$ cat src/rtl/unlock_pkg.sv
package unlock_pkg;

    localparam int UNL_SW_W    = 4;
    localparam int UNL_DATA_W  = 8;
    localparam int UNL_PRE_LEN = 3;
    localparam int UNL_KEY_LEN = 4;

    // Precondition switch codes, entry 0 in the low bits: Q7 low, motor off, Q6 high
    localparam logic [UNL_PRE_LEN*UNL_SW_W-1:0] UNL_PRE_CODES = {4'd13, 4'd8, 4'd14};
    // Key bytes, entry 0 in the low bits
    localparam logic [UNL_KEY_LEN*UNL_DATA_W-1:0] UNL_KEY_BYTES =
        {8'h57, 8'h57, 8'h17, 8'h57};
    // Switch that carries the key writes (Q7 high)
    localparam logic [UNL_SW_W-1:0] UNL_KEY_SW = 4'd15;

    typedef enum logic [1:0] {
        SQ_IDLE = 2'd0,
        SQ_PRE  = 2'd1,
        SQ_KEY  = 2'd2,
        SQ_EXT  = 2'd3
    } sq_phase_e;

endpackage

$ cat src/rtl/unlock_swdec.sv
module unlock_swdec #(
    parameter int SW_W    = 4,
    parameter int PRE_LEN = 3,
    parameter int IDX_W   = 2,
    parameter logic [PRE_LEN*SW_W-1:0] PRE_CODES = '0,
    parameter logic [SW_W-1:0] KEY_SW = '1
) (
    input  logic             acc_vld,
    input  logic             acc_wr,
    input  logic [SW_W-1:0]  acc_sw,
    input  logic [IDX_W-1:0] pre_idx,
    output logic             pre_hit,
    output logic             key_slot
);
    logic [PRE_LEN-1:0] code_eq;

    for (genvar gi = 0; gi < PRE_LEN; gi++) begin : g_pre
        assign code_eq[gi] = (acc_sw == PRE_CODES[gi*SW_W +: SW_W]);
    end

    always_comb begin
        pre_hit = 1'b0;
        for (int i = 0; i < PRE_LEN; i++) begin
            if (pre_idx == IDX_W'(i)) pre_hit = acc_vld & code_eq[i];
        end
    end

    assign key_slot = acc_vld & acc_wr & (acc_sw == KEY_SW);

endmodule

$ cat src/rtl/unlock_keymatch.sv
module unlock_keymatch #(
    parameter int DATA_W  = 8,
    parameter int KEY_LEN = 4,
    parameter int IDX_W   = 2,
    parameter logic [KEY_LEN*DATA_W-1:0] KEY_BYTES = '0
) (
    input  logic [DATA_W-1:0] wdata,
    input  logic [IDX_W-1:0]  key_idx,
    output logic              byte_ok,
    output logic              at_last
);
    localparam logic [IDX_W-1:0] LAST_IDX = IDX_W'(KEY_LEN - 1);

    logic [KEY_LEN-1:0] byte_eq;

    for (genvar gk = 0; gk < KEY_LEN; gk++) begin : g_key
        assign byte_eq[gk] = (wdata == KEY_BYTES[gk*DATA_W +: DATA_W]);
    end

    always_comb begin
        byte_ok = 1'b0;
        for (int i = 0; i < KEY_LEN; i++) begin
            if (key_idx == IDX_W'(i)) byte_ok = byte_eq[i];
        end
    end

    assign at_last = (key_idx == LAST_IDX);

endmodule

$ cat src/rtl/unlock_seq.sv
module unlock_seq
    import unlock_pkg::*;
#(
    parameter int SW_W    = UNL_SW_W,
    parameter int DATA_W  = UNL_DATA_W,
    parameter int PRE_LEN = UNL_PRE_LEN,
    parameter int KEY_LEN = UNL_KEY_LEN,
    parameter logic [PRE_LEN*SW_W-1:0]   PRE_CODES = UNL_PRE_CODES,
    parameter logic [KEY_LEN*DATA_W-1:0] KEY_BYTES = UNL_KEY_BYTES,
    parameter logic [SW_W-1:0]           KEY_SW    = UNL_KEY_SW
) (
    input  logic              clk,
    input  logic              rst_n,
    input  logic              sw_stb,
    input  logic              sw_write,
    input  logic [SW_W-1:0]   sw_code,
    input  logic [DATA_W-1:0] sw_wdata,
    input  logic              ext_exit,
    output logic              ext_enter,
    output logic              ext_active
);
    localparam int MAX_STEPS = (PRE_LEN > KEY_LEN) ? PRE_LEN : KEY_LEN;
    localparam int IDX_W     = (MAX_STEPS > 1) ? $clog2(MAX_STEPS) : 1;
    localparam logic [IDX_W-1:0] PRE_LAST = IDX_W'(PRE_LEN - 1);

    typedef struct packed {
        sq_phase_e        phase;
        logic [IDX_W-1:0] idx;
        logic             enter;
    } seq_state_t;

    seq_state_t state_d, state_q;

    logic [IDX_W-1:0] pre_idx;
    logic             pre_hit;
    logic             key_slot;
    logic             byte_ok;
    logic             key_last;

    // Idle behaves as precondition step 0
    assign pre_idx = (state_q.phase == SQ_PRE) ? state_q.idx : '0;

    unlock_swdec #(
        .SW_W      (SW_W),
        .PRE_LEN   (PRE_LEN),
        .IDX_W     (IDX_W),
        .PRE_CODES (PRE_CODES),
        .KEY_SW    (KEY_SW)
    ) u_swdec (
        .acc_vld  (sw_stb),
        .acc_wr   (sw_write),
        .acc_sw   (sw_code),
        .pre_idx  (pre_idx),
        .pre_hit  (pre_hit),
        .key_slot (key_slot)
    );

    unlock_keymatch #(
        .DATA_W    (DATA_W),
        .KEY_LEN   (KEY_LEN),
        .IDX_W     (IDX_W),
        .KEY_BYTES (KEY_BYTES)
    ) u_keymatch (
        .wdata   (sw_wdata),
        .key_idx (state_q.idx),
        .byte_ok (byte_ok),
        .at_last (key_last)
    );

    always_comb begin
        state_d       = state_q;
        state_d.enter = 1'b0;
        unique case (state_q.phase)
            SQ_IDLE, SQ_PRE: begin
                if (sw_stb) begin
                    if (pre_hit && pre_idx == PRE_LAST) begin
                        state_d.phase = SQ_KEY;
                        state_d.idx   = '0;
                    end else if (pre_hit) begin
                        state_d.phase = SQ_PRE;
                        state_d.idx   = pre_idx + 1'b1;
                    end else begin
                        state_d.phase = SQ_IDLE;
                        state_d.idx   = '0;
                    end
                end
            end
            SQ_KEY: begin
                if (sw_stb) begin
                    if (key_slot && byte_ok && key_last) begin
                        state_d.phase = SQ_EXT;
                        state_d.idx   = '0;
                        state_d.enter = 1'b1;
                    end else if (key_slot && byte_ok) begin
                        state_d.idx   = state_q.idx + 1'b1;
                    end else begin
                        state_d.phase = SQ_IDLE;
                        state_d.idx   = '0;
                    end
                end
            end
            SQ_EXT: begin
                if (ext_exit) begin
                    state_d.phase = SQ_IDLE;
                    state_d.idx   = '0;
                end
            end
            default: begin
                state_d.phase = SQ_IDLE;
                state_d.idx   = '0;
            end
        endcase
    end

    always_ff @(posedge clk) begin
        if (!rst_n) begin
            state_q.phase <= SQ_IDLE;
            state_q.idx   <= '0;
            state_q.enter <= 1'b0;
        end else begin
            state_q <= state_d;
        end
    end

    assign ext_enter  = state_q.enter;
    assign ext_active = (state_q.phase == SQ_EXT);

endmodule

$ cat config.mk
export PLATFORM = sky130hd
export DESIGN_NAME = unlock_seq
export DESIGN_NICKNAME = d
export VERILOG_FILES = /design/src/rtl/unlock_pkg.sv /design/src/rtl/unlock_swdec.sv /design/src/rtl/unlock_keymatch.sv /design/src/rtl/unlock_seq.sv
export SDC_FILE = /design/constraint.sdc
export NUM_CORES = 1
export LEC_CHECK = 0
export BUFFER_PORTS_ARGS = -buffer_cell sky130_fd_sc_hd__buf_2
export CORE_AREA = 5 5 42 44
export DETAILED_ROUTE_END_ITERATION = 12
export DIE_AREA = 0 0 47 49
export GPL_TIMING_DRIVEN = 0
export SYNTH_ARGS = -nofsm -noshare
export SYNTH_HDL_FRONTEND = slang
export SYNTH_HIERARCHICAL = 1
export SYNTH_SLANG_ARGS = --single-unit
$ cat constraint.sdc
create_clock -name clk -period 2.7 [get_ports clk]
set_input_delay 0.675 -clock clk [delete_from_list [all_inputs] [get_ports clk]]
set_output_delay 0.675 -clock clk [all_outputs]
set_load 0.1 [all_outputs]
==> impl_metrics.toml, run 1 <==
[sta]
max_slew_margin = 0.679
slew_violations = 0
worst_slew_pin_slew_ns = 0.485
fin_tns_setup_ns = 0
hold_viol = 0
post-route-min-period_ns = 1.98
setup_viol = 0
fmax_mhz = 504
layout_setup_ws_ns = 0.716
rsz0062_at_grt = "false"
fin_crit_sh = 0.735
finClkSkew_ns = 0.00146

[clock_tree]
ctsHoldBuffers = 0
numCtsBuffers = 3
clock_latency_ns = 0.24
postCtsSetupBuffers = 0
cts_sinks = 5
cts_resized = 0
cts_tree = "done"
cts_max_level = 1
clkTransAtPathRegs_ns = 0.04
cts_buffer_depth = 2
cts-root-buf = "clkbuf_4"

[synth]
syn_area_um2 = 433
syn_inst = 54
avgSynthCellArea_um2 = 8.02
synth-async-reset-ratio = 0
synthDistinctLibCells = 31
ys.flop_type = "dfxtp_1"
ys_ff_latch = 5
synth_edf_count = 0
ys_warn_count = 6
syn_nets = 72
yosysSeqAreaShare = 0.231

[critical_path]
crit_type = "flip-flop to flip-flop"
endpoint_kind = "flip-flop"
start_kind = "flip-flop"
rrSetupSlack_ns = 0.72
crit_arrival_ns = 2.17
path_max_fanout = 7
worstPathRequired_ns = 2.89

[detailed_routing]
ant_nets = 0
wl_per_cell_um = 11.5
route.vias.total = 468
drtPass1Iterations = 4
drc = 0
drtIter0Drc = 14
wl_um = 1060
routed_via_density = 5.09

[floorplan]
die_area_um2 = 2300
start_util = 0.309
ios = 19
core_um2 = 1400
std_cell_rows = 14
die_w_um = 47
die_y_um = 49

[cells_and_area]
fin_util = 0.406
nets = 95
drive_gt1_frac = 0.421
instances_no_fill = 92
n_fill_cell = 159
area_growth_pct = 31.5
antenna_cells = 0

[grt]
grt_antenna_before_repair = 0
grtUsageTotal = 0.103
grt_pass1_wl_um = 1770
grt_max_degree = 8
grt_pass1_vias = 448
overflow = 0

[min_path]
hp-class = "flip-flop to flip-flop"

[power_and_ir_drop]
peakVddDrop_mv = 0.218
powerDensity_nw_per_um2 = 342
p_leak_uw = 0.000253

[place]
place_ws_ns = 0.580
port-buffer-count = 18
dp_cells = 88
gp_congestion = 0.856
hpwl_um = 890

[outcome]
run_status = "completed"

[flow_run]
maxCapViolCount = 0
## cell usage after synthesis (2+ instances only)
library cell | n | area [µm²]
nor2_1 | 6 | 22.5
dfxtp_1 | 5 | 100
nand3b_1 | 5 | 37.5
nand2_1 | 4 | 15.0
a21oi_1 | 3 | 15.0
inv_1 | 3 | 11.3
o21ai_0 | 3 | 15.0
nand3_1 | 2 | 10.0
## final cells by class
| cell class | count | area [µm²] | area share |
|---|---|---|---|
| clock buffer | 4 | 26.3 | 0.0462 |
| inverter | 3 | 11.3 | 0.0198 |
| multi-input combinational | 46 | 322 | 0.565 |
| timing repair buffer | 18 | 90.1 | 0.158 |
| tap | 16 | 20.0 | 0.0352 |
| sequential | 5 | 100 | 0.176 |
## power by group
group / internal (µW) / switching (µW)
clock network: 55.9 / 30.6
registers: 75.7 / 2.35
logic: 17.0 / 13.3
total: 149 / 46.2
## final timing paths
kind | startpoint | end | cells past startpoint
min | state_q[1] | state_q[1] | 2
max reg2reg | state_q[4] | state_q[3] | 7
min reg2reg | state_q[1] | state_q[1] | 2
max | state_q[4] | state_q[3] | 7
## registers in the layout, summed over array words and instances, names as in the netlist
register,count
state_q,4
ext_enter,1
## routing by layer
metal,routed length (µm),GRT usage,vias to the layer above,part of all wire
met5,0,0,-,0
met4,0,0.0553,0,0
met3,66,0.0111,0,0.062
met2,552,0.165,14,0.52
met1,443,0.128,213,0.42
li1,-,-,241,-
## cell families (layout without fill, tap and decap cells)
family,after synthesis,after routing,share of synthesized area
buffers and inverters,3,25,0.0260
and+or+nand+nor,30,30,0.462
xor gates and xnor gates,1,1,0.0202
AOI/OAI and AO/OA,12,12,0.182
DFF,5,5,0.231
adders and majority gates,1,1,0.0289
muxes,2,2,0.0491
## cells in the final DEF (no fill, tap or decap)
cell type / Yosys / layout
a21oi_1: 3 / 3
a221oi_2: 1 / 1
a31o_2: 1 / 1
a31oi_1: 1 / 1
and2_1: 1 / 1
and2_2: 1 / 1
and3b_1: 1 / 1
and3b_2: 1 / 1
and4b_2: 1 / 1
buf_2: 0 / 18
clkbuf_1: 0 / 1
clkbuf_4: 0 / 3
dfxtp_1: 5 / 5
ha_1: 1 / 1
inv_1: 3 / 3
mux2_2: 1 / 1
mux2i_1: 1 / 1
nand2_1: 4 / 4
nand2_2: 1 / 1
nand3_1: 2 / 2
nand3b_1: 5 / 5
nand4_1: 1 / 1
nor2_1: 6 / 6
nor2b_1: 1 / 1
nor2b_4: 1 / 1
nor3_1: 1 / 1
nor3_2: 1 / 1
nor3b_2: 1 / 1
o21a_1: 1 / 1
o21ai_0: 3 / 3
o21ai_1: 1 / 1
o22ai_1: 1 / 1
or3b_4: 1 / 1
xnor2_1: 1 / 1
## per-stage QoR
stage,hold WS [ns],power (µW),instance area (µm²)
after global placement,0.591,109,543
after floorplan,0.555,92.5,433
after global routing,0.641,209,569
after CTS,0.604,199,569
final,0.608,195,569
after detailed placement,0.599,110,543
## critical path: stages (launching register included)
cell	delay (ns)
dfxtp_1	0.41
and3b_2	0.27
nor3b_2	0.15
o21ai_1	0.09
a21oi_1	0.18
or3b_4	0.42
a221oi_2	0.26
o21a_1	0.15
(Power assumes the default switching activity.)
==> run 2, diff against run 1 <==
clock period = 1.79 ns   (was 2.7 ns; I/O delays follow)
==> impl_metrics.toml, run 2 (synthesized netlist as in run 1, its figures left out) <==
[grt]
grt_antenna_before_repair = 0
grt_pass1_wl_um = 1950
overflow = 0
grt_pass1_vias = 488
grt_max_degree = 8
grtUsageTotal = 0.111

[floorplan]
ios = 19
std_cell_rows = 14
start_util = 0.309
die_w_um = 47
die_y_um = 49
die_area_um2 = 2300
core_um2 = 1400

[cells_and_area]
n_fill_cell = 155
nets = 99
area_growth_pct = 43.9
drive_gt1_frac = 0.525
fin_util = 0.445
mostFrequentLayoutCells = "buf_2, nor2_1, nand3b_1"
largest_register_ffs = 4
antenna_cells = 0
layout_commonest_cell = "buf_2"
instances_no_fill = 96
fin_area_um2 = 623
largest_register = "state_q"

[critical_path]
endpoint_kind = "flip-flop"
worstPathRequired_ns = 1.97
crit_arrival_ns = 2.01
start_kind = "flip-flop"
worst_path_largest_cell_delay_ns = 0.41
cp_cell_sequence = "and3b_2 > and3b_1 > o21ai_2 > a21oi_2 > or3b_4 > a221oi_2 > o21a_1"
slowest_stage = "or3b_4"
crit_type = "flip-flop to flip-flop"
path_max_fanout = 4

[detailed_routing]
route.vias.total = 490
wl_per_cell_um = 11.3
wl_um = 1080
routed_via_density = 5.10
drtPass1Iterations = 4
drc = 0
drtIter0Drc = 6
ant_nets = 0

[clock_tree]
cts-root-buf = "clkbuf_4"
cts_tree = "done"
cts_sinks = 5
numCtsBuffers = 3
clock_latency_ns = 0.24
ctsHoldBuffers = 0
cts_max_level = 1
clkTransAtPathRegs_ns = 0.05
cts_buffer_depth = 2

[min_path]
hp-class = "primary input to flip-flop"

[place]
place_ws_ns = -0.149
dp_cells = 88
port-buffer-count = 18
gp_congestion = 0.794
placed_area_um2 = 544
hpwl_um = 840

[sta]
slew_violations = 0
rsz0062_at_grt = "true"
post-route-min-period_ns = 1.83
finClkSkew_ns = 0.00473
worst_slew_pin_slew_ns = 0.488
hold_viol = 0
setup_viol = 2
fmax_mhz = 548
max_slew_margin = 0.677
layout_setup_ws_ns = -0.0352
fin_tns_setup_ns = -0.0367
fin_crit_sh = 1.02

[power_and_ir_drop]
powerDensity_nw_per_um2 = 473
p_leak_uw = 0.000277
peakVddDrop_mv = 0.294

[flow_run]
maxCapViolCount = 0

[outcome]
violations = "setup timing"
run_status = "complete, but fails checks"
run 2: changes by cell type in the layout (fill, tap and decap cells not counted):
cell,before,now
a21oi_2,0,1
nor3_2,1,2
buf_2,18,17
nor3_1,1,0
buf_4,0,4
dfxtp_2,0,1
a21oi_1,3,2
dfxtp_4,0,2
o21ai_1,1,0
o21ai_2,0,1
clkbuf_4,3,4
dfxtp_1,5,2
run 2: power by group:
group	switching, µW	internal, µW
Clock	44.9	84.2
Sequential	2.65	112
Combinational	23.0	28.4
run 2: what timing repair did:
item                                   4_1_cts  5_1_grt
resized for setup                            5        3
endpoints found under the hold margin        0        0
pin swaps                                    6        2
gates cloned                                 0        0
setup endpoints to repair                    3        4
setup buffers                                3        1
run 2: layer usage:
layer	global-route usage	vias up	part of all wire
li1	-	248	-
met1	0.150	229	0.42
met2	0.167	13	0.52
met3	0.0111	0	0.055
met4	0.0553	0	0
met5	0	-	0
run 2: critical path: cells and delay by family (launching register included):
family	cells	cell delay [ns]
simple gates	3	0.87
compound gates	4	0.56
flops	1	0.32
run 2: final timing paths:
kind              startpoint          to  slack [ns]  cells past startpoint
setup / recovery  state_q[4]  state_q[3]       -0.04                      7
hold / removal         rst_n  state_q[3]        0.49                      2
setup reg to reg  state_q[4]  state_q[3]       -0.04                      7
hold reg to reg   state_q[3]  state_q[3]        0.61                      2
run 2: cell type report:
| cell class | count | area, µm² | share of cell area |
|---|---|---|---|
| inverters | 3 | 11.3 | 0.0181 |
| flip-flops and latches | 5 | 109 | 0.175 |
| clock buffers | 4 | 26.3 | 0.0422 |
| well taps | 16 | 20.0 | 0.0321 |
| repair buffers | 22 | 123 | 0.197 |
| multi-input cells | 46 | 334 | 0.536 |
run 2: through the flow:
step / hold slack (ns) / total power (µW)
after floorplan: 0.555 / 140
after global placement: 0.589 / 164
after detailed placement: 0.603 / 165
after CTS: 0.480 / 302
after global routing: 0.503 / 318
final: 0.485 / 295
